<file path="config.mk">
export PLATFORM = sky130hd
export DESIGN_NAME = flag_cmp
export DESIGN_NICKNAME = d
export VERILOG_FILES = /design/src/rtl/flagcmp_pkg.sv /design/src/rtl/flagcmp_and_tree.sv /design/src/rtl/flagcmp_sub.sv /design/src/rtl/flagcmp_order.sv /design/src/rtl/flag_cmp.sv
export SDC_FILE = /design/constraint.sdc
export NUM_CORES = 1
export LEC_CHECK = 0
export ABC_CLOCK_PERIOD_IN_PS = 3850
export BUFFER_PORTS_ARGS = -buffer_cell sky130_fd_sc_hd__buf_2
export CAP_MARGIN = 25
export CORE_AREA = 8 8 45 47
export DETAILED_ROUTE_END_ITERATION = 10
export DIE_AREA = 0 0 53 55
export PLACE_DENSITY = 0.71
export SYNTH_ARGS = -nofsm -noshare
export SYNTH_HDL_FRONTEND = slang
export SYNTH_SLANG_ARGS = --single-unit
</file>
<file path="constraint.sdc">
create_clock -name vclk -period 3.85
set_input_delay 0.1925 -clock vclk [all_inputs]
set_output_delay 0.1925 -clock vclk [all_outputs]
set_load 0.01 [all_outputs]
</file>
<file path="src/rtl/flagcmp_pkg.sv">
package flagcmp_pkg;

   localparam int unsigned MIN_WIDTH = 2;
   localparam int unsigned MAX_WIDTH = 64;

   typedef enum logic {
      ADD_RIPPLE = 1'b0,
      ADD_INFER  = 1'b1
   } adder_style_e;

   typedef struct packed {
      logic c;
      logic z;
      logic n;
      logic v;
      logic s;
   } cond_flags_t;

endpackage

</file>
<file path="src/rtl/flagcmp_and_tree.sv">
module flagcmp_and_tree #(
   parameter int unsigned WIDTH = 8
) (
   input  logic [WIDTH-1:0] bits_i,
   output logic             all_o
);
   localparam int unsigned LEVELS = (WIDTH < 2) ? 1 : $clog2(WIDTH);
   localparam int unsigned LEAVES = 1 << LEVELS;

   if (WIDTH < 2 || WIDTH > 64) begin : g_bad_width
      $error("flagcmp_and_tree: WIDTH out of range");
   end

   for (genvar l = 0; l <= LEVELS; l++) begin : g_lvl
      localparam int unsigned NODES = LEAVES >> l;
      logic [NODES-1:0] v;
      if (l == 0) begin : g_leaf
         for (genvar i = 0; i < NODES; i++) begin : g_in
            if (i < WIDTH) begin : g_real
               assign v[i] = bits_i[i];
            end else begin : g_pad
               assign v[i] = 1'b1;
            end
         end
      end else begin : g_node
         for (genvar j = 0; j < NODES; j++) begin : g_and
            assign v[j] = g_lvl[l-1].v[2*j] & g_lvl[l-1].v[2*j+1];
         end
      end
   end

   assign all_o = g_lvl[LEVELS].v[0];

   // the tree must agree with a flat reduction of its inputs
   always_comb begin
      a_r8_tree_reduce: assert (all_o == (&bits_i))
         else $error("and tree disagrees with flat reduction");
   end

endmodule

</file>
<file path="src/rtl/flagcmp_sub.sv">
module flagcmp_sub
   import flagcmp_pkg::*;
#(
   parameter int unsigned  WIDTH       = 8,
   parameter adder_style_e ADDER_STYLE = ADD_RIPPLE
) (
   input  logic [WIDTH-1:0] a_i,
   input  logic [WIDTH-1:0] b_i,
   output logic [WIDTH-1:0] diff_o,
   output logic             carry_o,
   output logic             ovf_o
);
   localparam int unsigned MSB = WIDTH - 1;

   if (WIDTH < MIN_WIDTH || WIDTH > MAX_WIDTH) begin : g_bad_width
      $error("flagcmp_sub: WIDTH out of range");
   end

   logic [WIDTH-1:0] a_inv;
   assign a_inv = ~a_i;

   if (ADDER_STYLE == ADD_RIPPLE) begin : g_ripple
      logic [WIDTH:0] cy;
      assign cy[0] = 1'b1;
      for (genvar i = 0; i < WIDTH; i++) begin : g_fa
         assign diff_o[i] = b_i[i] ^ a_inv[i] ^ cy[i];
         assign cy[i+1]   = (b_i[i] & a_inv[i]) | (cy[i] & (b_i[i] ^ a_inv[i]));
      end
      assign carry_o = cy[WIDTH];

      // overflow from operand signs must match the top two carries
      always_comb begin
         a_r5_carry_pair: assert (ovf_o == (cy[WIDTH] ^ cy[WIDTH-1]))
            else $error("overflow disagrees with carry pair");
      end
   end else begin : g_infer
      logic [WIDTH:0] wide_sum;
      assign wide_sum = {1'b0, b_i} + {1'b0, a_inv} + {{WIDTH{1'b0}}, 1'b1};
      assign diff_o   = wide_sum[WIDTH-1:0];
      assign carry_o  = wide_sum[WIDTH];
   end

   assign ovf_o = (b_i[MSB] == a_inv[MSB]) && (diff_o[MSB] != b_i[MSB]);

   // the sum must be the modular difference
   // signed overflow only when the original operands differ in sign
   always_comb begin
      a_r1_difference: assert (diff_o == WIDTH'(b_i - a_i))
         else $error("difference wrong");
      a_r5_no_overflow: assert (!ovf_o || (a_i[MSB] != b_i[MSB]))
         else $error("overflow with like-signed operands");
   end

endmodule

</file>
<file path="src/rtl/flagcmp_order.sv">
module flagcmp_order
   import flagcmp_pkg::*;
(
   input  cond_flags_t flags_i,
   input  logic        signed_mode_i,
   output logic        lt_o,
   output logic        eq_o,
   output logic        gt_o
);
   always_comb begin
      eq_o = flags_i.z;
      lt_o = signed_mode_i ? flags_i.s : ~flags_i.c;
      gt_o = ~lt_o & ~eq_o;
   end

   // exactly one ordering; zero difference must never read as below
   always_comb begin
      a_r11_one_order: assert ($onehot({lt_o, eq_o, gt_o}))
         else $error("ordering outputs not one-hot");
      a_r9_zero_carries: assert (!flags_i.z || flags_i.c)
         else $error("zero difference without carry-out");
      a_r10_zero_positive: assert (!flags_i.z || !flags_i.s)
         else $error("zero difference with sign set");
   end

endmodule

</file>
<file path="src/rtl/flag_cmp.sv">
module flag_cmp
   import flagcmp_pkg::*;
#(
   parameter int unsigned  WIDTH       = 8,
   parameter adder_style_e ADDER_STYLE = ADD_RIPPLE
) (
   input  logic [WIDTH-1:0] op_a,
   input  logic [WIDTH-1:0] op_b,
   input  logic             signed_mode,
   output logic [WIDTH-1:0] diff,
   output logic             flag_c,
   output logic             flag_z,
   output logic             flag_n,
   output logic             flag_v,
   output logic             flag_s,
   output logic             eq_bitwise,
   output logic             a_ones,
   output logic             a_zeros,
   output logic             b_lt_a,
   output logic             b_eq_a,
   output logic             b_gt_a
);
   localparam int unsigned MSB = WIDTH - 1;

   if (WIDTH < MIN_WIDTH || WIDTH > MAX_WIDTH) begin : g_bad_width
      $error("flag_cmp: WIDTH must lie in 2..64");
   end

   cond_flags_t      flags;
   logic [WIDTH-1:0] diff_zero_bits;
   logic [WIDTH-1:0] match_bits;
   logic [WIDTH-1:0] a_low_bits;

   flagcmp_sub #(.WIDTH(WIDTH), .ADDER_STYLE(ADDER_STYLE)) u_sub (
      .a_i     (op_a),
      .b_i     (op_b),
      .diff_o  (diff),
      .carry_o (flags.c),
      .ovf_o   (flags.v)
   );

   assign diff_zero_bits = ~diff;
   assign match_bits     = ~(op_a ^ op_b);
   assign a_low_bits     = ~op_a;

   flagcmp_and_tree #(.WIDTH(WIDTH)) u_zero_tree (
      .bits_i (diff_zero_bits),
      .all_o  (flags.z)
   );

   flagcmp_and_tree #(.WIDTH(WIDTH)) u_match_tree (
      .bits_i (match_bits),
      .all_o  (eq_bitwise)
   );

   flagcmp_and_tree #(.WIDTH(WIDTH)) u_ones_tree (
      .bits_i (op_a),
      .all_o  (a_ones)
   );

   flagcmp_and_tree #(.WIDTH(WIDTH)) u_zeros_tree (
      .bits_i (a_low_bits),
      .all_o  (a_zeros)
   );

   assign flags.n = diff[MSB];
   assign flags.s = flags.n ^ flags.v;

   flagcmp_order u_order (
      .flags_i       (flags),
      .signed_mode_i (signed_mode),
      .lt_o          (b_lt_a),
      .eq_o          (b_eq_a),
      .gt_o          (b_gt_a)
   );

   assign flag_c = flags.c;
   assign flag_z = flags.z;
   assign flag_n = flags.n;
   assign flag_v = flags.v;
   assign flag_s = flags.s;

   // flags must match native ordering and the XNOR path
   always_comb begin
      a_r2_carry_order: assert (flag_c == (op_b >= op_a))
         else $error("carry does not give unsigned order");
      a_r7_paths_agree: assert (eq_bitwise == flag_z)
         else $error("xnor equality and zero flag disagree");
      a_r3_zero_equal: assert (flag_z == (op_a == op_b))
         else $error("zero flag wrong");
      a_r6_signed_order: assert (flag_s == ($signed(op_b) < $signed(op_a)))
         else $error("sign flag does not give signed order");
      a_r8_detect_excl: assert (!(a_ones && a_zeros))
         else $error("operand both all ones and all zeros");
   end

endmodule

</file>
Word-level counts from Yosys, hierarchy flattened
Index checks and enable logic that the tools add are counted.
{ "totals": {"wordCells": 80, "ff_bits": 0, "out_inout_bits": 19} }
{ "op_classes": {"mux": 1, "bitwise": 76, "eq_ne": 2, "n_reduce_logical": 1} }
{ "ops": {"columns": ["operator", "count"], "rows": [
  ["bitwise AND 1 bit", 44],
  ["inverter 8 bit", 3],
  ["bitwise XOR 1 bit", 16],
  ["bitwise OR 1 bit", 8],
  ["bitwise XOR 8 bit", 1],
  ["inverter 1 bit", 4],
  ["== test 1 bit", 1],
  ["logical AND 1 bit", 1],
  ["2-to-1 mux 1 bit", 1],
  ["inequality test 1 bit", 1]
]} }

Logic depth before layout (Yosys ltp)
Gate-level depths: netlist (run 1).
{ "logic_depth": {"depth_word": 22, "depth_mapped": 14, "depth_no_buf": 14} }

Hierarchy
A second synthesis (run 1) with hierarchy kept.
{ "hier_totals": {"cells_unflattened": 71, "hier_area_um2": 485.5} }
{ "by_module_without_submodules": {"columns": ["module", "instances", "seq_area_each_um2", "cells_per_inst", "area_per_inst_um2"], "rows": [
  ["flagcmp_sub", 1, 0.0, 28, 241.5],
  ["flag_cmp", 1, 0.0, 26, 146.4],
  ["flagcmp_and_tree", 4, 0.0, 3, 16.3],
  ["flagcmp_order", 1, 0.0, 5, 32.5]
]} }

Least setup slack after synthesis (run 1)
OpenSTA, ideal clock, no wires.
{ "synth_path": {"path_kind": "input to output", "from": "in op_b[0]", "to": "out flag_z", "n_path_buf": 1, "required_ns": 3.658, "path_stages": 14, "arrival_ns": 3.961, "slack_ns": -0.303, "cell_sequence": "inv_1 ha_1 fa_1 fa_1 fa_1 inv_1 fa_1 inv_1 fa_1 fa_1 fa_1 nand2_1 nor4_1 buf_4"} }
{ "synth_via": {"elab_chain_cells": 19} }
{ "synth_lines": {"columns": ["item", "line", "rtl"], "rows": [
  ["from (decl)", "flag_cmp.sv:8", "input logic [WIDTH-1:0] op_b,"],
  ["bitwise AND 1 bit / bitwise XOR 1 bit (equally long branches)", "flagcmp_sub.sv:27, flagcmp_sub.sv:26", null],
  ["bitwise OR 1 bit", "flagcmp_sub.sv:27", "assign cy[i+1] = (b_i[i] & a_inv[i]) | (cy[i] & (b_i[i] ^ a_inv[i]));"],
  ["bitwise AND 1 bit", "flagcmp_sub.sv:27", null],
  ["bitwise OR 1 bit", "flagcmp_sub.sv:27", null],
  ["bitwise AND 1 bit", "flagcmp_sub.sv:27", null],
  ["bitwise OR 1 bit", "flagcmp_sub.sv:27", null],
  ["bitwise AND 1 bit", "flagcmp_sub.sv:27", null],
  ["bitwise OR 1 bit", "flagcmp_sub.sv:27", null],
  ["[2 not listed]", null, null],
  ["bitwise AND 1 bit", "flagcmp_sub.sv:27", null],
  ["bitwise OR 1 bit", "flagcmp_sub.sv:27", null],
  ["bitwise AND 1 bit", "flagcmp_sub.sv:27", null],
  ["bitwise OR 1 bit", "flagcmp_sub.sv:27", null],
  ["bitwise XOR 1 bit", "flagcmp_sub.sv:26", "assign diff_o[i] = b_i[i] ^ a_inv[i] ^ cy[i];"],
  ["inverter 8 bit *", "flag_cmp.sv:42", "assign diff_zero_bits = ~diff;"],
  ["bitwise AND 1 bit (2 in series)", "flagcmp_and_tree.sv:27", "assign v[j] = g_lvl[l-1].v[2*j] & g_lvl[l-1].v[2*j+1];"],
  ["bitwise AND 1 bit *", "flagcmp_and_tree.sv:27", null],
  ["to (decl)", "flag_cmp.sv:12", "output logic flag_z,"]
]} }
Every way passes the cells marked *; elsewhere a longest branch is shown, timed or not.

Final worst setup path (run 1)
{ "layout_path": {"from": "in op_a[0]", "to": "out flag_v"} }
{ "layout_via": {"elab_chain_cells": 18} }
{ "layout_lines": {"columns": ["item", "line", "rtl"], "rows": [
  ["from (decl)", "flag_cmp.sv:7", "input logic [WIDTH-1:0] op_a,"],
  ["inverter 8 bit *", "flagcmp_sub.sv:20", "assign a_inv = ~a_i;"],
  ["bitwise AND 1 bit / bitwise XOR 1 bit (equally long branches)", "flagcmp_sub.sv:27", null],
  ["bitwise OR 1 bit *", "flagcmp_sub.sv:27", null],
  ["bitwise AND 1 bit *", "flagcmp_sub.sv:27", null],
  ["bitwise OR 1 bit *", "flagcmp_sub.sv:27", null],
  ["bitwise AND 1 bit *", "flagcmp_sub.sv:27", null],
  ["bitwise OR 1 bit *", "flagcmp_sub.sv:27", null],
  ["bitwise AND 1 bit *", "flagcmp_sub.sv:27", null],
  ["[2 not listed]", null, null],
  ["bitwise OR 1 bit *", "flagcmp_sub.sv:27", null],
  ["bitwise AND 1 bit *", "flagcmp_sub.sv:27", null],
  ["bitwise OR 1 bit *", "flagcmp_sub.sv:27", null],
  ["bitwise AND 1 bit *", "flagcmp_sub.sv:27", null],
  ["bitwise OR 1 bit *", "flagcmp_sub.sv:27", null],
  ["bitwise XOR 1 bit *", "flagcmp_sub.sv:26", null],
  ["inequality test 1 bit *", "flagcmp_sub.sv:43", "assign ovf_o = (b_i[MSB] == a_inv[MSB]) && (diff_o[MSB] != b_i[MSB]);"],
  ["logical AND 1 bit *", "flagcmp_sub.sv:43", null],
  ["to (decl)", "flag_cmp.sv:14", "output logic flag_v,"]
]} }
Marked as above.

==> metrics.log, run 1 <==
INFO  metric outcome = complete, no violations
INFO  metric yosys.area_share.adder = 52.2%
INFO  metric seq_cell_count = 0
INFO  metric globalplace.congestion = 0.818
INFO  metric overall_fraction_of_global_route_tracks_in_use = 8.28%
INFO  metric crit_arrival = 3.51 ns
INFO  metric coreArea = 1380 sq um
INFO  metric drive_above_1_share = 54.3%
INFO  metric antenna_violating_nets_post_route = 0
INFO  metric timing.critical_path.to_type = output pin
INFO  metric min_delay_path_depth = 4
INFO  metric final-seq-area = 0 sq um
INFO  metric crit_path_max_fanout = 2
INFO  metric period_needed = 3.71 ns
INFO  metric critical_path_class = input port to output pin
INFO  metric cts.hold.buffers_added = 0
INFO  metric final_number_of_max_transition_violations = 0
INFO  metric hold_viol_final = 0
INFO  metric post_synth_inst_count = 58
INFO  metric fraction_of_the_mapped_netlist_area_in_compound_gates = 0%
INFO  metric power_density = 175 nW/um^2
INFO  metric worst_slew_margin_rel = 82.8%
INFO  metric row_count = 14
INFO  metric synth_area = 460 sq um
INFO  metric wirelength = 1380 um
INFO  metric syn-mean-instance-area = 7.94 sq um
INFO  metric route.detailed.drc = 0
INFO  metric rsz0062_at_grt = no
INFO  metric detailed_router_s_first_iteration_violation_count = 3
INFO  metric layout_common_cells = buf_2 (36), inv_1 (23), ha_1 (7)
INFO  metric layout_worst_path_cycle_share = 96.3%
INFO  metric post-place-ws = -0.129 ns
INFO  metric dpl.hpwl = 1270 um
INFO  metric syn2layout_area_growth = 51.1%
INFO  metric cp-start-kind = input port
INFO  metric synth_cell_type_count = 12
INFO  metric grt-ovfl-total = 0
INFO  metric tightest_slew = 0.256 ns
INFO  metric post_cts_buffers = 0
INFO  metric vdd.ir_drop.worst = 66.2 uV
INFO  metric synth-xor-area-share = 1.90%
INFO  metric boundaryPins = 36
INFO  metric max_cap_viol_count = 0
INFO  metric seq_total_area_yosys = 0%
INFO  metric vias = 476
INFO  metric drt_pass1_iterations = 2
INFO  metric timing.critical_path.required = 3.66 ns
INFO  metric report.power.total = 121 uW
INFO  metric hold_end = a_ones
INFO  metric finalSetupViolations = 0
INFO  metric grt_max_degree = 5
INFO  metric vias_per_cell = 4.33
INFO  metric cellLeakagePower = 0.431 nW
INFO  metric first_global_vias = 480
INFO  metric synthSimpleGateAreaFrac = 16.6%
INFO  metric antenna_found_initial = 0
INFO  metric grt_pass1_wl = 1950 um
INFO  metric worstHoldStart = op_a[4]
INFO  metric final_nets = 128
INFO  metric n_diodes = 0
INFO  metric number_of_buffers_inserted_by_port_buffering = 36
INFO  metric dominant_combinational_cell_family_by_area_after_synthesis = adder cells
INFO  metric setup_ws = 0.144 ns
INFO  metric dieWidth = 53 um
INFO  metric dpl_cell_area = 676 sq um
INFO  metric die_area = 2920 sq um
INFO  metric clkbuf_count = 0
INFO  metric maximum_achievable_frequency = 270 MHz
INFO  metric synth.mux.area_fraction = 6.52%
INFO  metric min_path_type = input port to output pin
INFO  metric syn_nets = 90
INFO  metric final_cell_area = 696 sq um
INFO  metric avgRoutedWirePerCell = 12.5 um
INFO  metric initial_core_util = 33.3%
INFO  metric floorplan.die.height = 55 um
INFO  metric yosys_warnings = 0
INFO  metric layout.cells.most_common = buf_2
[power by group]
group          internal (mW)  total, mW  switching [mW]
logic                 0.0552      0.121          0.0663
registers                  0          0               0
clock network              0          0               0
total                 0.0552      0.121          0.0663
[cell type report]
| type | count | area [sq um] |
|---|---|---|
| repair buffers | 38 | 195 |
| inverters | 24 | 90.1 |
| multi-input cells | 32 | 390 |
| well taps | 16 | 20.0 |
| fillers | 145 | 688 |
[metrics by stage]
step / setup TNS, ns / util, % / hold slack, ns / instances
floorplan: 0 / - / 0.490 / 58
global placement: -0.193 / 48.8 / 0.746 / 110
global route: 0 / 50.3 / 0.766 / 110
CTS: 0 / 49.2 / 0.741 / 110
finish: 0 / 50.3 / 0.739 / 110
detailed placement: -0.430 / 48.8 / 0.741 / 110
[layer usage]
layer | vias to the layer above | track usage, % | share of wire [%]
met3 | 0 | 0.535 | 7.6
met1 | 219 | 10.4 | 41
met2 | 18 | 15.8 | 52
met4 | 0 | 0 | 0
met5 | - | 0 | 0
li1 | 239 | - | -
[cell usage after synthesis]
master,count,area (sq um)
nor4_1,1,6.26
buf_4,2,15.0
inv_1,24,90.1
nand4_1,6,37.5
nor2_2,1,6.26
mux2_4,2,30.0
xor2_1,1,8.76
or4_1,1,7.51
ha_1,8,100
fa_1,7,140
nor2_1,4,15.0
nand2_1,1,3.75
[cells by family after synthesis]
family	count (synthesis)
fa+ha+maj	15
simple gates	14
buf+inv	26
xor+xnor	1
mux	2
[worst max-delay path, stage by stage]
cell	delay, ns
buf_2	0.11
ha_2	0.18
fa_2	0.33
fa_2	0.35
fa_2	0.35
inv_2	0.06
fa_2	0.17
inv_1	0.05
fa_2	0.35
fa_2	0.36
fa_1	0.48
buf_4	0.16
xor2_1	0.15
nor2_1	0.08
buf_2	0.13
[worst max-delay path by stage]
stage	end	startpoint	depth (start not counted)
after global placement	b_gt_a	op_a[0]	15
final	flag_v	op_a[0]	15
after floorplan	flag_z	op_b[0]	14
after detailed placement	flag_z	op_a[0]	14
after global routing	flag_v	op_a[0]	15
after CTS	flag_z	op_a[0]	14
[what timing repair did]
item / 4_1_cts / 5_1_grt
endpoints found under the setup margin: 4 / 4
pin swaps: 1 / 0
gates resized for setup: 2 / 7
Power figures use the tool's default switching activity.
==> run 2, diff against run 1 <==
ABC_CLOCK_PERIOD_IN_PS = 4200   (was 3850)
PLACE_DENSITY = 0.69   (was 0.71)
clock period = 4.2 ns   (was 3.85 ns; I/O delays follow)
==> run 2 against run 1 <==
  * Non-clock buffer count fell by 1
  * Die area unchanged
  * Clock-buffer cell count unchanged
  * Cell count is 0.91% lower
  * Routed wire length down 5.2%
  * Hold slack improved by 0.039 ns
  * Design area shrank 5.4%
  * Critical path depth up 1
  * Global-route usage is 0.11 points higher
  * Total power shrank 19%
  * Combinational power shrank 19%
  * Core utilization shrank 2.7 points
  * Critical endpoint is now b_gt_a
==> metrics.log, run 2 (synthesized netlist as in run 1, its figures left out) <==
INFO  metric globalplace.congestion = 0.790 (-3.4%)
INFO  metric layout.cells.most_common = buf_2
INFO  metric dpl_cell_area = 653 sq um (-3.3%)
INFO  metric cp-start-kind = input port
INFO  metric min_path_type = input port to output pin
INFO  metric layout_worst_path_cycle_share = 96.9%
INFO  metric maximum_achievable_frequency = 246 MHz
INFO  metric clkbuf_count = 0 (unchanged)
INFO  metric gr-max-usage-layer = met2
INFO  metric met2_usage = 15.8% (unchanged)
INFO  metric number_of_buffers_inserted_by_port_buffering = 36 (unchanged)
INFO  metric grt_pass1_wl = 1990 um (+2.2%)
INFO  metric final_number_of_max_transition_violations = 0 (unchanged)
INFO  metric finalSetupViolations = 0 (unchanged)
INFO  metric antenna_violating_nets_post_route = 0 (unchanged)
INFO  metric cts.hold.buffers_added = 0 (unchanged)
INFO  metric hold_viol_final = 0 (unchanged)
INFO  metric avgRoutedWirePerCell = 12.0 um (-4.3%)
INFO  metric vias_per_cell = 4.44 (+2.6%)
INFO  metric cellLeakagePower = 0.430 nW (-0.32%)
INFO  metric setup_ws = 0.131 ns (-0.0133 ns)
INFO  metric row_count = 14 (unchanged)
INFO  metric dpl.hpwl = 1250 um (-1.7%)
INFO  metric drive_above_1_share = 45.2% (-9.1 points)
INFO  metric worstHoldStart = op_a[4]
INFO  metric setup.worst_path.start = op_a[0]
INFO  metric outcome = complete, no violations
INFO  metric floorplan.die.height = 55 um (unchanged)
INFO  metric use_met1 = 9.68% (-0.75 points)
INFO  metric final_design_utilization = 47.6% (-2.7 points)
INFO  metric timing.setup.tns = 0 ns (unchanged)
INFO  metric antenna_found_initial = 0 (unchanged)
INFO  metric worst_slew_margin_rel = 84.7% (+1.9 points)
INFO  metric power_density = 150 nW/um^2 (-14%)
INFO  metric n_diodes = 0 (unchanged)
INFO  metric die_area = 2920 sq um (unchanged)
INFO  metric seq_cell_count = 0 (unchanged)
INFO  metric timing.critical_path.to_type = output pin
INFO  metric max_cap_viol_count = 0 (unchanged)
INFO  metric initial_core_util = 33.3% (unchanged)
INFO  metric report.power.total = 98.5 uW (-19%)
INFO  metric post_cts_buffers = 0 (unchanged)
INFO  metric tightest_slew = 0.227 ns (-0.0293 ns)
INFO  metric critical_path_class = input port to output pin
INFO  metric dieWidth = 53 um (unchanged)
INFO  metric layout_common_cells = buf_2 (36), inv_1 (24), ha_1 (8)
INFO  metric overall_fraction_of_global_route_tracks_in_use = 8.39% (+0.11 points)
INFO  metric rsz0062_at_grt = no
INFO  metric grt-ovfl-total = 0 (unchanged)
INFO  metric crit_arrival = 3.86 ns (+0.35 ns)
INFO  metric vdd.ir_drop.worst = 64.6 uV (-2.4%)
INFO  metric grt_max_degree = 5 (unchanged)
INFO  metric crit_path_max_fanout = 3 (+1)
INFO  metric timing.critical_path.required = 3.99 ns (+0.33 ns)
INFO  metric syn2layout_area_growth = 42.9%
INFO  metric first_global_vias = 487 (+1.5%)
INFO  metric wirelength = 1310 um (-5.2%)
INFO  metric vias = 484 (+1.7%)
INFO  metric post-place-ws = 0.0777 ns (+0.206 ns)
INFO  metric grtUsageMet3 = 2.14% (+1.6 points)
INFO  metric coreArea = 1380 sq um (unchanged)
INFO  metric boundaryPins = 36 (unchanged)
INFO  metric n_fill_cell = 145 (unchanged)
INFO  metric drt_pass1_iterations = 4 (+2)
INFO  metric detailed_router_s_first_iteration_violation_count = 5 (+2)
INFO  metric final_cell_area = 658 sq um (-5.4%)
INFO  metric period_needed = 4.07 ns
INFO  metric route.detailed.drc = 0 (unchanged)
INFO  metric final_nets = 127 (-0.78%)
INFO  metric final-seq-area = 0 sq um (unchanged)
[run 2: repair_timing]
item | in CTS | in global routing
gates resized for setup | 0 | 2
hold endpoints to repair | 0 | 0
endpoints found under the setup margin | 0 | 3
[run 2: per-layer routing]
metal / vias up / wire (um)
li1: 239 / -
met1: 224 / 472
met2: 21 / 675
met3: 0 / 157
met4: 0 / 0
met5: - / 0
[run 2: cell type report]
class	count	area [sq um]	area share, %
repair buffers	37	188	28.5
well taps	16	20.0	3.04
multi-input cells	32	360	54.8
inverters	24	90.1	13.7
[run 2: path summary, 6_finish.rpt]
kind	to	cells past startpoint
setup / recovery	b_gt_a	16
hold / removal	a_ones	4
[run 2: power breakdown]
| part | switching, mW | leakage [nW] | total [mW] | internal (mW) |
|---|---|---|---|---|
| Combinational | 0.0538 | 0.430 | 0.0985 | 0.0447 |
| Sequential | 0 | 0 | 0 | 0 |
| Clock | 0 | 0 | 0 | 0 |
| Total | 0.0538 | 0.430 | 0.0985 | 0.0447 |
[run 2: worst max-delay path, stage by stage]
cell	delay (ns)
buf_2	0.11
ha_1	0.20
fa_1	0.38
fa_1	0.39
fa_1	0.36
inv_1	0.07
fa_1	0.15
inv_1	0.05
fa_1	0.38
fa_2	0.38
fa_2	0.57
nand2_1	0.06
nor4_1	0.22
buf_4	0.16
nor2_2	0.03
buf_2	0.13
[run 2: per-stage QoR]
step           instances  hold WS (ns)
2_1_floorplan         58         0.525
3_3_place_gp         109         0.778
3_5_place_dp         109         0.783
4_1_cts              109         0.783
5_1_grt              109         0.795
6_report             109         0.778
